**config.mk**
```make
export PLATFORM = sky130hd
export DESIGN_NAME = dac_src_sel
export DESIGN_NICKNAME = d
export VERILOG_FILES = /design/src/rtl/dac_src_pkg.sv /design/src/rtl/dac_src_pn.sv /design/src/rtl/dac_src_ramp.sv /design/src/rtl/dac_src_sel.sv
export SDC_FILE = /design/constraint.sdc
export NUM_CORES = 1
export LEC_CHECK = 0
export BUFFER_PORTS_ARGS = -buffer_cell sky130_fd_sc_hd__buf_2
export CORE_MARGIN = 1.5
export CORE_UTILIZATION = 54
export DETAILED_ROUTE_END_ITERATION = 6
export MAX_ROUTING_LAYER = met4
export PLACE_DENSITY = 0.82
export SETUP_SLACK_MARGIN = 0.3
export SLEW_MARGIN = 10
export SYNTH_ARGS = -nofsm -noshare
export SYNTH_HDL_FRONTEND = slang
export SYNTH_HIERARCHICAL = 1
export SYNTH_SLANG_ARGS = --single-unit
export TNS_END_PERCENT = 5
```
**constraint.sdc**
```tcl
create_clock -name clk -period 2.41 [get_ports clk]
set_input_delay 0.3615 -clock clk [delete_from_list [all_inputs] [get_ports clk]]
set_output_delay 0.3615 -clock clk [all_outputs]
set_load 0.01 [all_outputs]
```
**src/rtl/dac_src_pkg.sv**
```systemverilog
package dac_src_pkg;

  typedef enum logic [3:0] {
    SRC_TONE     = 4'h0,
    SRC_PATT     = 4'h1,
    SRC_DMA      = 4'h2,
    SRC_ZERO     = 4'h3,
    SRC_PN7_INV  = 4'h4,
    SRC_PN15_INV = 4'h5,
    SRC_PN7      = 4'h6,
    SRC_PN15     = 4'h7,
    SRC_LPBK     = 4'h8,
    SRC_DEVPN    = 4'h9,
    SRC_NIBRAMP  = 4'hA,
    SRC_RAMP     = 4'hB
  } src_code_e;

  // Overrides act only when exactly one of them is set.
  function automatic logic [3:0] eff_select(input logic [3:0] sel,
                                            input logic lb, input logic pn);
    if (lb && !pn)      return SRC_LPBK;
    else if (pn && !lb) return SRC_DEVPN;
    else                return sel;
  endfunction

  // Tag for the current word: 1 marks the Q slot.
  function automatic logic iq_tag(input logic mode, input logic slot,
                                  input logic swap);
    return mode & (slot ^ swap);
  endfunction

endpackage

```
**src/rtl/dac_src_pn.sv**
```systemverilog
module dac_src_pn #(
  parameter int LEN   = 7,
  parameter int TAP_A = 7,
  parameter int TAP_B = 6,
  parameter int DW    = 16
) (
  input  logic          clk,
  input  logic          rst_n,
  input  logic          adv,
  output logic [DW-1:0] word
);
  logic [LEN-1:0] state;
  logic [LEN-1:0] nxt;

  // DW serial steps, flattened into one cycle; the first bit lands at the MSB.
  always_comb begin
    logic [LEN-1:0] s;
    logic           fb;
    s    = state;
    word = '0;
    for (int i = 0; i < DW; i++) begin
      fb            = s[TAP_A-1] ^ s[TAP_B-1];
      word[DW-1-i]  = fb;
      s             = {s[LEN-2:0], fb};
    end
    nxt = s;
  end

  always_ff @(posedge clk or negedge rst_n) begin
    if (!rst_n)   state <= '1;
    else if (adv) state <= nxt;
  end
endmodule

```
**src/rtl/dac_src_ramp.sv**
```systemverilog
module dac_src_ramp #(
  parameter int DW = 16,
  parameter int NW = 4
) (
  input  logic          clk,
  input  logic          rst_n,
  input  logic          adv,
  output logic [DW-1:0] ramp_word,
  output logic [DW-1:0] nib_word
);
  localparam int NCOPY = DW / NW;

  logic [DW-1:0] ramp_cnt;
  logic [NW-1:0] nib_cnt;

  always_ff @(posedge clk or negedge rst_n) begin
    if (!rst_n) begin
      ramp_cnt <= '0;
      nib_cnt  <= '0;
    end else if (adv) begin
      ramp_cnt <= ramp_cnt + 1'b1;
      nib_cnt  <= nib_cnt + 1'b1;
    end
  end

  assign ramp_word = ramp_cnt;

  for (genvar g = 0; g < NCOPY; g++) begin : g_nib
    assign nib_word[g*NW +: NW] = nib_cnt;
  end
endmodule

```
**src/rtl/dac_src_sel.sv**
```systemverilog
module dac_src_sel
  import dac_src_pkg::*;
#(
  parameter int DW = 16
) (
  input  logic          clk,
  input  logic          rst_n,
  input  logic          sample_en,
  input  logic [3:0]    src_sel,
  input  logic          lb_force,
  input  logic          pn_force,
  input  logic          iq_mode,
  input  logic          iq_swap,
  input  logic [DW-1:0] tone_data,
  input  logic [DW-1:0] patt_a,
  input  logic [DW-1:0] patt_b,
  input  logic [DW-1:0] dma_data,
  input  logic [DW-1:0] lpbk_data,
  input  logic [DW-1:0] devpn_data,
  output logic [DW-1:0] out_data,
  output logic          out_valid,
  output logic          out_q
);
  logic [3:0]    eff_sel;
  logic [DW-1:0] pn7_word, pn15_word, ramp_word, nib_word;
  logic [DW-1:0] mux_word;
  logic          slot;

  assign eff_sel = eff_select(src_sel, lb_force, pn_force);

  dac_src_pn #(.LEN(7), .TAP_A(7), .TAP_B(6), .DW(DW)) u_pn7 (
    .clk(clk), .rst_n(rst_n), .adv(sample_en), .word(pn7_word));

  dac_src_pn #(.LEN(15), .TAP_A(15), .TAP_B(14), .DW(DW)) u_pn15 (
    .clk(clk), .rst_n(rst_n), .adv(sample_en), .word(pn15_word));

  dac_src_ramp #(.DW(DW), .NW(4)) u_ramp (
    .clk(clk), .rst_n(rst_n), .adv(sample_en),
    .ramp_word(ramp_word), .nib_word(nib_word));

  always_comb begin
    case (eff_sel)
      SRC_TONE:     mux_word = tone_data;
      SRC_PATT:     mux_word = slot ? patt_b : patt_a;
      SRC_DMA:      mux_word = dma_data;
      SRC_ZERO:     mux_word = '0;
      SRC_PN7_INV:  mux_word = ~pn7_word;
      SRC_PN15_INV: mux_word = ~pn15_word;
      SRC_PN7:      mux_word = pn7_word;
      SRC_PN15:     mux_word = pn15_word;
      SRC_LPBK:     mux_word = lpbk_data;
      SRC_DEVPN:    mux_word = devpn_data;
      SRC_NIBRAMP:  mux_word = nib_word;
      SRC_RAMP:     mux_word = ramp_word;
      default:      mux_word = '0;
    endcase
  end

  always_ff @(posedge clk or negedge rst_n) begin
    if (!rst_n) begin
      out_data  <= '0;
      out_valid <= 1'b0;
      out_q     <= 1'b0;
      slot      <= 1'b0;
    end else begin
      out_valid <= sample_en;
      if (sample_en) begin
        out_data <= mux_word;
        out_q    <= iq_tag(iq_mode, slot, iq_swap);
        slot     <= ~slot;
      end
    end
  end
endmodule

```
==> results.yml, run 1 <==
placed_design:
  io_buffers: 124
  hpwl_um: 10800
  placed_area_mm2: 0.00523
  dp_cells: 654
  gp_congestion: 0.990
clock_network:
  cts.sinks: 61
  clk_path_buf_depth: 2
  cts_tree: "yes"
  clock_latency_ns: 0.36
  cts_setup_buffers: 0
  cts-root-buf: "clkbuf_8"
  cts_max_level: 3
  cts-buffers-inserted: 9
  path_clk_slew_ns: 0.09
logic_synthesis:
  muxShareOfSynthArea: 0.118
  ys_seq_elements: 61
  synth_cell_types: 63
  syn_area_per_cell_um2: 10.2
  synth_ff_type: "dfrtp_1"
  synthAdderAreaFrac: 0.00541
  synth_edf_count: 0
  syn-num-nets: 564
  synthTopCellsByArea: "dfrtp_1, dfstp_2, xor2_1"
  yosysWarningCount: 6
  syn-cell-area_mm2: 0.00462
  synth_xor_area_frac: 0.146
  synth-compound-area-share: 0.209
  seq_area_frac_synth: 0.336
  yosysTopAreaCell: "dfrtp_1"
  synth_top_family_by_area: "compound AO/OA/AOI/OAI gates"
  netlist_instances: 455
  yosysTopAreaCellShare: 0.211
  synth-async-reset-ratio: 1.00
  ys_top_cells_by_count: "xor2_1, dfrtp_1, a221oi_1"
  synth.most_common_cell: "xor2_1"
  synth-simple-area-share: 0.118
setup_path:
  arrival_ns: 2.31
  critPathCaptureType: "flip-flop"
  critical-path-max-stage-delay_ns: 0.66
  path_max_fanout: 5
  r2r-start: "u_pn7/state[5]"
  setup.worst_path.start: "u_pn7/state[5]"
  cp-start-kind: "flip-flop"
  criticalPathCategory: "reg2reg"
  rr_worst_depth: 7
  slowest_stage: "dfstp_2"
  crit_chain: "xnor2_4, xnor2_1, mux2i_1, xor2_1, a22o_1, a221oi_1, a31oi_1"
  required_ns: 2.64
  rrSetupSlack_ns: 0.33
  r2r_end: "out_data[3]"
final_layout:
  fin_cells: 670
  multi_input_area_mm2: 0.00277
  seq_area_mm2: 0.00155
  layout.nets: 669
  n_antenna_cell: 0
  syn2layout_area_growth_pct: 17.7
  layout-drive-gt1-share: 0.412
  final_area_mm2: 0.00544
  n_fill_cell: 689
power:
  combPwrFrac: 0.275
  powerDensity_mw_per_mm2: 605
  p_switching_mw: 1.18
  seqPwrFrac: 0.433
  leakage_nw: 2.54
  clockPowerShare: 0.292
  switching_share: 0.360
  p_int_mw: 2.11
  ir_worst_vdd_uv: 348
sta:
  post-route-period-util: 0.863
  finalSetupTns_ns: 0
  tightest_slew_ns: 0.936
  fin_skew_ns: 0.0129
  slew_violations: 0
  final-setup-viol-count: 0
  min_period_ns: 2.08
  timing.fmax_mhz: 481
  rsz0062_at_grt: "true"
  relSlewSlack: 0.372
  holdWs_ns: 0.171
  finalHoldViolCount: 0
floorplan:
  fp.dieH_um: 95.5
  die_w_um: 95.5
  ios: 125
  core_mm2: 0.00826
  die_area_mm2: 0.00913
  rows: 33
  start_util: 0.560
routing:
  wire_per_inst_um: 20.9
  drt_first_pass_iters: 6
  routed_wl_um: 14000
  remaining_drc_errors: 0
  drt.antenna.violating_nets: 0
  first_iter_violations: 429
  viasPerCell: 6.40
  vias: 4291
hold_path:
  hold_path_class: "in2async"
run:
  cap_violations: 0
global_route:
  grt_pass1_vias: 4028
  track_usage: 0.320
  grt_start_max_net_pins: 62
  antenna_found_initial: 0
  grt_pass1_wl_um: 21100
  grt_overflow: 0
run_status:
  status: "finished clean"
-- sequential cells by signal, summed over array words and instances (netlist names) --
signal	cells
out_valid	1
u_ramp/ramp_word	16
out_q	1
slot	1
u_ramp/nib_cnt	4
u_pn7/state	7
out_data	16
u_pn15/state	15
-- per-layer routing --
layer,global-route usage,vias to the layer above,part of all wire
li1,-,1917,-
met3,0.0630,58,0.093
met2,0.492,276,0.46
met4,0.195,0,0.054
met1,0.386,2040,0.39
met5,-,-,0
-- logic make-up (layout without fill, tap and decap cells) --
| group | Yosys count | in the layout |
|---|---|---|
| AOI/OAI and AO/OA | 127 | 127 |
| xor gates and xnor gates | 69 | 69 |
| adders and majority gates | 2 | 2 |
| buffers and inverters | 54 | 164 |
| DFF | 61 | 61 |
| muxes | 50 | 50 |
| and+or+nand+nor | 92 | 92 |
-- area by class of cell --
class,count,share of cell area
Clock inverter,7,0.0152
Timing Repair Buffer,143,0.140
Tap cell,105,0.0241
Clock buffer,9,0.0228
Multi-Input combinational cell,340,0.509
Sequential cell,61,0.286
Inverter,5,0.00345
-- metrics by stage --
step,setup slack (ns),total power [mW],util
floorplan,0.535,2.08,-
global placement,0.198,2.29,0.633
detailed placement,0.168,2.32,0.633
CTS,0.336,3.29,0.658
global route,0.270,3.45,0.659
finish,0.329,3.29,0.659
-- power by group through the flow --
stage / registers, mW / logic (mW) / clock network [mW]
CTS: 1.41 / 0.902 / 0.979
global placement: 1.42 / 0.865 / 0
finish: 1.42 / 0.906 / 0.961
floorplan: 1.36 / 0.712 / 0
detailed placement: 1.43 / 0.894 / 0
global route: 1.44 / 0.978 / 1.03
-- worst max-delay path: cells and delay by family (launching register included) --
family | cells | cell delay (ns)
flops | 1 | 0.66
mux | 1 | 0.12
compound gates | 3 | 0.67
xor+xnor | 3 | 0.53
-- what timing repair did --
| item | 4_1_cts | 5_1_grt |
|---|---|---|
| hold buffers | 0 | 0 |
| resized for setup | 0 | 2 |
| endpoints found under the setup margin | 0 | 4 |
-- placed cells by master, fill, tap and decap left out, types with 9 or more instances in the layout --
master,n
a221oi_1,33
xor2_1,43
buf_2,124
a31oi_1,15
mux2i_1,19
buf_4,19
dfstp_2,22
dfrtp_1,39
mux2_2,29
nand2_1,21
nor2_1,19
clkbuf_8,9
xnor2_1,20
a22o_1,11
o21ai_0,26
nand3_1,11
-- worst max path at each step --
stage | to | cells after the start
floorplan | out_data[5] | 7
global placement | out_data[8] | 6
detailed placement | out_data[8] | 6
CTS | out_data[3] | 7
global route | out_data[7] | 6
finish | out_data[3] | 7
Power figures use the tool's default switching activity.
==> inputs of run 2 (changes only) <==
--- a/config.mk
+++ b/config.mk
@@ -5,12 +5,13 @@
 export SDC_FILE = /design/constraint.sdc
 export NUM_CORES = 1
 export LEC_CHECK = 0
+export ABC_AREA = 1
 export BUFFER_PORTS_ARGS = -buffer_cell sky130_fd_sc_hd__buf_2
 export CORE_MARGIN = 1.5
-export CORE_UTILIZATION = 54
+export CORE_UTILIZATION = 55
 export DETAILED_ROUTE_END_ITERATION = 6
 export MAX_ROUTING_LAYER = met4
-export PLACE_DENSITY = 0.82
+export PLACE_DENSITY = 0.81
 export SETUP_SLACK_MARGIN = 0.3
 export SLEW_MARGIN = 10
 export SYNTH_ARGS = -nofsm -noshare
==> run 2 against run 1 <==
Compared with the run above:
- maximum frequency increased by 10%
- non-clock buffer count decreased by 6
- wire length increased by 13%
- area after synthesis increased by 16%
- synthesized cell count increased by 82%
- via count increased by 32%
- register-to-register slack improved by 0.19 ns
- critical path depth increased by 5
- clock skew about the same
- sequential share of layout area decreased by 2.9 points
- critical path type unchanged
- highest routed layer unchanged
==> results.yml, run 2 <==
routing:
  top_layer_used: "met4"
  routed_wl_um: 15900
  wire_per_inst_um: 15.0
  wl_met3_um: 1590
  routed-wl-met2_um: 7160
  drt_first_pass_iters: 6
  drt.antenna.violating_nets: 0
  first_iter_violations: 558
  vias: 5645
  wl_met1_um: 6510
  remaining_drc_errors: 0
  viasPerCell: 5.34
global_route:
  grt_overflow: 0
  antenna_found_initial: 0
  grt_start_max_net_pins: 62
  grt_pass1_wl_um: 24800
  track_usage: 0.325
  grt_pass1_vias: 4958
logic_synthesis:
  syn-cell-area_mm2: 0.00534
  synth.most_common_cell: "nand2_1"
  netlist_instances: 829
  ys_seq_elements: 61
  synth_xor_area_frac: 0.0667
  synth_edf_count: 0
  seq_area_frac_synth: 0.291
  yosysTopAreaCell: "nand2_1"
  synth_cell_types: 32
  syn_area_per_cell_um2: 6.44
  synthAdderAreaFrac: 0.00468
  synth-async-reset-ratio: 1.00
  synth-simple-area-share: 0.474
  muxShareOfSynthArea: 0.0206
  synth-compound-area-share: 0.0173
  synth_top_family_by_area: "simple AND/OR/NAND/NOR gates"
  ys_top_cells_by_count: "nand2_1, nand3_1, nor2_1"
  syn-num-nets: 938
  synth_ff_type: "dfrtp_1"
  yosysTopAreaCellShare: 0.209
  synthTopCellsByArea: "nand2_1, dfrtp_1, nand3_1"
  yosysWarningCount: 6
setup_path:
  path_max_fanout: 5
  criticalPathCategory: "reg2reg"
  critPathCaptureType: "flip-flop"
  critical-path-max-stage-delay_ns: 0.58
  required_ns: 2.65
  crit_buf_inv: 1
  crit_cells: 12
  crit_top_cell: "nand2_1"
  arrival_ns: 2.13
  crit_chain: "inv_2, nand2_1, nand3_1, nand2_1, nand2_1, and2_1, nand3_1, nand2_1, nor2_1, nand3_1, nand2_1, nand2_1"
  slowest_stage: "dfstp_2"
  cp-start-kind: "flip-flop"
  rr_worst_depth: 12
  crit_family: "simple AND/OR/NAND/NOR gates"
clock_network:
  cts_resized: 0
  cts-buffers-inserted: 9
  clk_path_buf_depth: 2
  cts.sinks: 61
  cts_setup_buffers: 0
  cts-root-buf: "clkbuf_8"
  path_clk_slew_ns: 0.07
  clock_latency_ns: 0.35
  cts_max_level: 3
  hold_buffers: 0
  cts_tree: "yes"
sta:
  post-route-period-util: 0.784
  holdWs_ns: 0.0197
  fin_skew_ns: 0.0129
  tightest_slew_ns: 0.536
  relSlewSlack: 0.641
  finalHoldViolCount: 0
  min_period_ns: 1.89
  slew_violations: 0
  timing.fmax_mhz: 529
  final-setup-viol-count: 0
  finalSetupTns_ns: 0
  rsz0062_at_grt: "false"
final_layout:
  n_fill_cell: 892
  layout_common_cells: "nand2_1, nand3_1, buf_2"
  seq_area_mm2: 0.00155
  layout-drive-gt1-share: 0.237
  layout_commonest_cell: "nand2_1"
  n_antenna_cell: 0
  final_util: 0.650
  layout.nets: 1033
  multi_input_area_mm2: 0.00313
  syn2layout_area_growth_pct: 13.5
power:
  total_power_mw: 5.71
  powerDensity_mw_per_mm2: 941
  leakage_nw: 3.49
  ir_worst_vdd_uv: 571
floorplan:
  fp.dieH_um: 102
  start_util: 0.573
  ios: 125
  die_area_mm2: 0.0103
  rows: 35
  die_w_um: 102
  core_mm2: 0.00933
placed_design:
  io_buffers: 124
  hpwl_um: 12000
  gp_congestion: 0.926
run:
  cap_violations: 0
hold_path:
  hold_path_class: "in2async"
run_status:
  status: "finished clean"
## run 2: path summary, 6_finish.rpt
path	from	end	slack (ns)
max reg2reg	u_pn7/state[5]	out_data[3]	0.52
max in group asynchronous	rst_n	u_pn15/state[6]	2.08
min in group clk	iq_mode	out_q	0.28
min	rst_n	out_valid	0.02
min reg2reg	out_data[11]	out_data[11]	0.48
max	u_pn7/state[5]	out_data[3]	0.52
## run 2: power by group
part | internal (mW) | total [mW] | switching, mW
clock | 0.420 | 0.843 | 0.423
combinational | 1.00 | 2.82 | 1.82
sequential | 1.52 | 2.05 | 0.529
total | 2.94 | 5.71 | 2.77
## run 2: stage by stage
step	cell area, um2	setup WS (ns)	std cells
3_5_place_dp	5890	0.363	1042
6_report	6060	0.521	1057
3_3_place_gp	5890	0.447	1042
5_1_grt	6060	0.352	1057
4_1_cts	6060	0.550	1057
2_1_floorplan	5340	0.880	829
## run 2: cell families after synthesis
kind of cell,count (synthesis)
buffers and inverters,129
AO/OA/AOI/OAI,12
AND/OR/NAND/NOR,578
adder cells (fa/ha/maj),2
flip-flops,61
multiplexers,11
XOR/XNOR,36
## run 2: per-layer routing
layer  global-route usage  vias to the layer above
met5                    -                        -
met4                0.155                        0
met3               0.0587                       55
met2                0.492                      315
met1                0.419                     2507
li1                     -                     2768
## run 2: layout make-up
class / count / area share
tap: 129 / 0.0266
sequential: 61 / 0.256
timing repair buffer: 137 / 0.125
clock inverter: 4 / 0.00392
clock buffer: 11 / 0.0250
inverter: 76 / 0.0470
multi-input combinational: 639 / 0.517
==> inputs of run 3 (changes only) <==
==> constraint.sdc (replaced) <==
create_clock -name clk -period 1.85 [get_ports clk]
set_input_delay 0.2775 -clock clk [delete_from_list [all_inputs] [get_ports clk]]
set_output_delay 0.2775 -clock clk [all_outputs]
set_load 0.01 [all_outputs]
==> run 3 against run 2 <==
Compared with the run above:
- wire length rose by 4.7%
- utilization increased by 5.2 points
- clock-buffer cell count down 1
- critical path depth is 2 lower
- clock power rose by 36%
- first-iteration DRC count grew 15%
- clock skew is 0.0043 ns lower
- die area unchanged
- largest cell class unchanged
==> results.yml, run 3 (synthesis gave the netlist of run 2 again) <==
routing:
  first_iter_violations: 644
  vias: 5818
  drt_first_pass_iters: 6
  top_layer_used: "met4"
  drt.antenna.violating_nets: 0
  viasPerCell: 5.37
  remaining_drc_errors: 0
  wire_per_inst_um: 15.3
  wl_met3_um: 1480
  wl_met1_um: 6950
  routed-wl-met2_um: 7460
  routed_wl_um: 16600
sta:
  final-setup-viol-count: 0
  finalSetupTns_ns: 0
  timing.fmax_mhz: 574
  finalHoldViolCount: 0
  relSlewSlack: 0.672
  slew_violations: 0
  post-route-period-util: 0.941
  min_period_ns: 1.74
  fin_skew_ns: 0.00855
  rsz0062_at_grt: "true"
  tightest_slew_ns: 0.489
placed_design:
  gp_congestion: 1.01
  hpwl_um: 12300
  io_buffers: 124
  dp_cells: 1055
setup_path:
  required_ns: 2.10
  rr_worst_depth: 10
  r2r_end: "out_data[4]"
  rrSetupSlack_ns: 0.11
  path_max_fanout: 5
  critPathCaptureType: "flip-flop"
  r2r-start: "u_pn7/state[2]"
  criticalPathCategory: "reg2reg"
  arrival_ns: 1.99
  cp-start-kind: "flip-flop"
final_layout:
  layout_common_cells: "nand2_1, nand3_1, buf_2"
  fin_cells: 1084
  layout-drive-gt1-share: 0.294
  layout.nets: 1060
  layout_commonest_cell: "nand2_1"
  syn2layout_area_growth_pct: 22.6
  n_antenna_cell: 0
clock_network:
  path_clk_slew_ns: 0.07
  cts.sinks: 61
  clock_latency_ns: 0.35
  cts-root-buf: "clkbuf_8"
  cts_tree: "yes"
  clk_path_buf_depth: 2
  cts_max_level: 3
  cts-buffers-inserted: 9
global_route:
  grt_pass1_wl_um: 25100
  grt_overflow: 0
  track_usage: 0.329
  grt_pass1_vias: 5094
  antenna_found_initial: 0
  grt_start_max_net_pins: 62
hold_path:
  worst_hold_startpoint: "sample_en"
  min_to: "out_valid"
  hold_path_depth: 1
  hold_path_class: "in2reg"
power:
  leakage_nw: 3.70
  combPwrFrac: 0.554
  seqPwrFrac: 0.313
  p_int_mw: 4.62
  powerDensity_mw_per_mm2: 1320
  p_switching_mw: 4.03
  switching_share: 0.466
  clockPowerShare: 0.133
  ir_worst_vdd_uv: 971
floorplan:
  start_util: 0.573
  die_w_um: 102
  core_mm2: 0.00933
  fp.dieH_um: 102
  rows: 35
  ios: 125
  die_area_mm2: 0.0103
run_status:
  status: "finished clean"
run:
  cap_violations: 0
run 3: critical path, stage by stage, from the launching register on:
cell and delay, ns:
dfstp_4 0.72, xor2_4 0.21, nand2_1 0.07, nand2_1 0.11
inv_1 0.06, nand2_1 0.06, nand2_1 0.10, nor2_2 0.12
nand3_1 0.07, nand2_1 0.06, nand2_1 0.04
run 3: final cells by class:
cell class	instances	area, um2
sequential	61	1560
tap	129	161
fill	830	2780
clock buffer	10	128
multi-input combinational	639	3330
timing repair buffer	164	1030
clock inverter	5	52.6
inverter	76	293
run 3: timing repair:
action,CTS,global route
pin swaps,7,30
hold endpoints to repair,39,0
gates resized for setup,8,45
hold buffers,1,0
buffers inserted,4,9
endpoints found under the setup margin,15,16
run 3: power by group through the flow:
stage               sequential (mW)  clock [mW]  combinational [mW]
floorplan                      2.44           0                2.92
global placement               2.60           0                3.64
detailed placement             2.62           0                3.68
CTS                            2.61        1.17                3.90
global route                   2.78        1.24                5.23
finish                         2.70        1.15                4.79
run 3: through the flow:
stage          area (um2)  hold slack [ns]  worst slack [ns]   util  power, mW
5_1_grt              6550            0.126            0.0199  0.702       9.25
3_5_place_dp         6020            0.315            0.0999  0.646       6.30
4_1_cts              6280            0.123             0.163  0.674       7.68
6_report             6550            0.132             0.109  0.702       8.65
2_1_floorplan        5340          -0.0181             0.320      -       5.36
3_3_place_gp         6020            0.312             0.117  0.646       6.24
run 3: how the worst max path moves through the flow:
stage / startpoint / endpoint / slack (ns) / cells after the start
detailed placement: u_pn7/state[5] / out_data[3] / 0.1 / 12
global placement: u_pn7/state[5] / out_data[2] / 0.12 / 11
finish: u_pn7/state[2] / out_data[4] / 0.11 / 10
CTS: u_pn7/state[2] / out_data[0] / 0.16 / 10
global route: u_pn7/state[5] / out_data[3] / 0.02 / 12
floorplan: u_pn7/state[5] / out_data[3] / 0.32 / 12
run 3: per-layer routing:
| layer | track usage | vias up |
|---|---|---|
| met3 | 0.0697 | 55 |
| met4 | 0.155 | 0 |
| met1 | 0.416 | 2628 |
| met2 | 0.504 | 298 |
| met5 | - | - |
| li1 | - | 2837 |
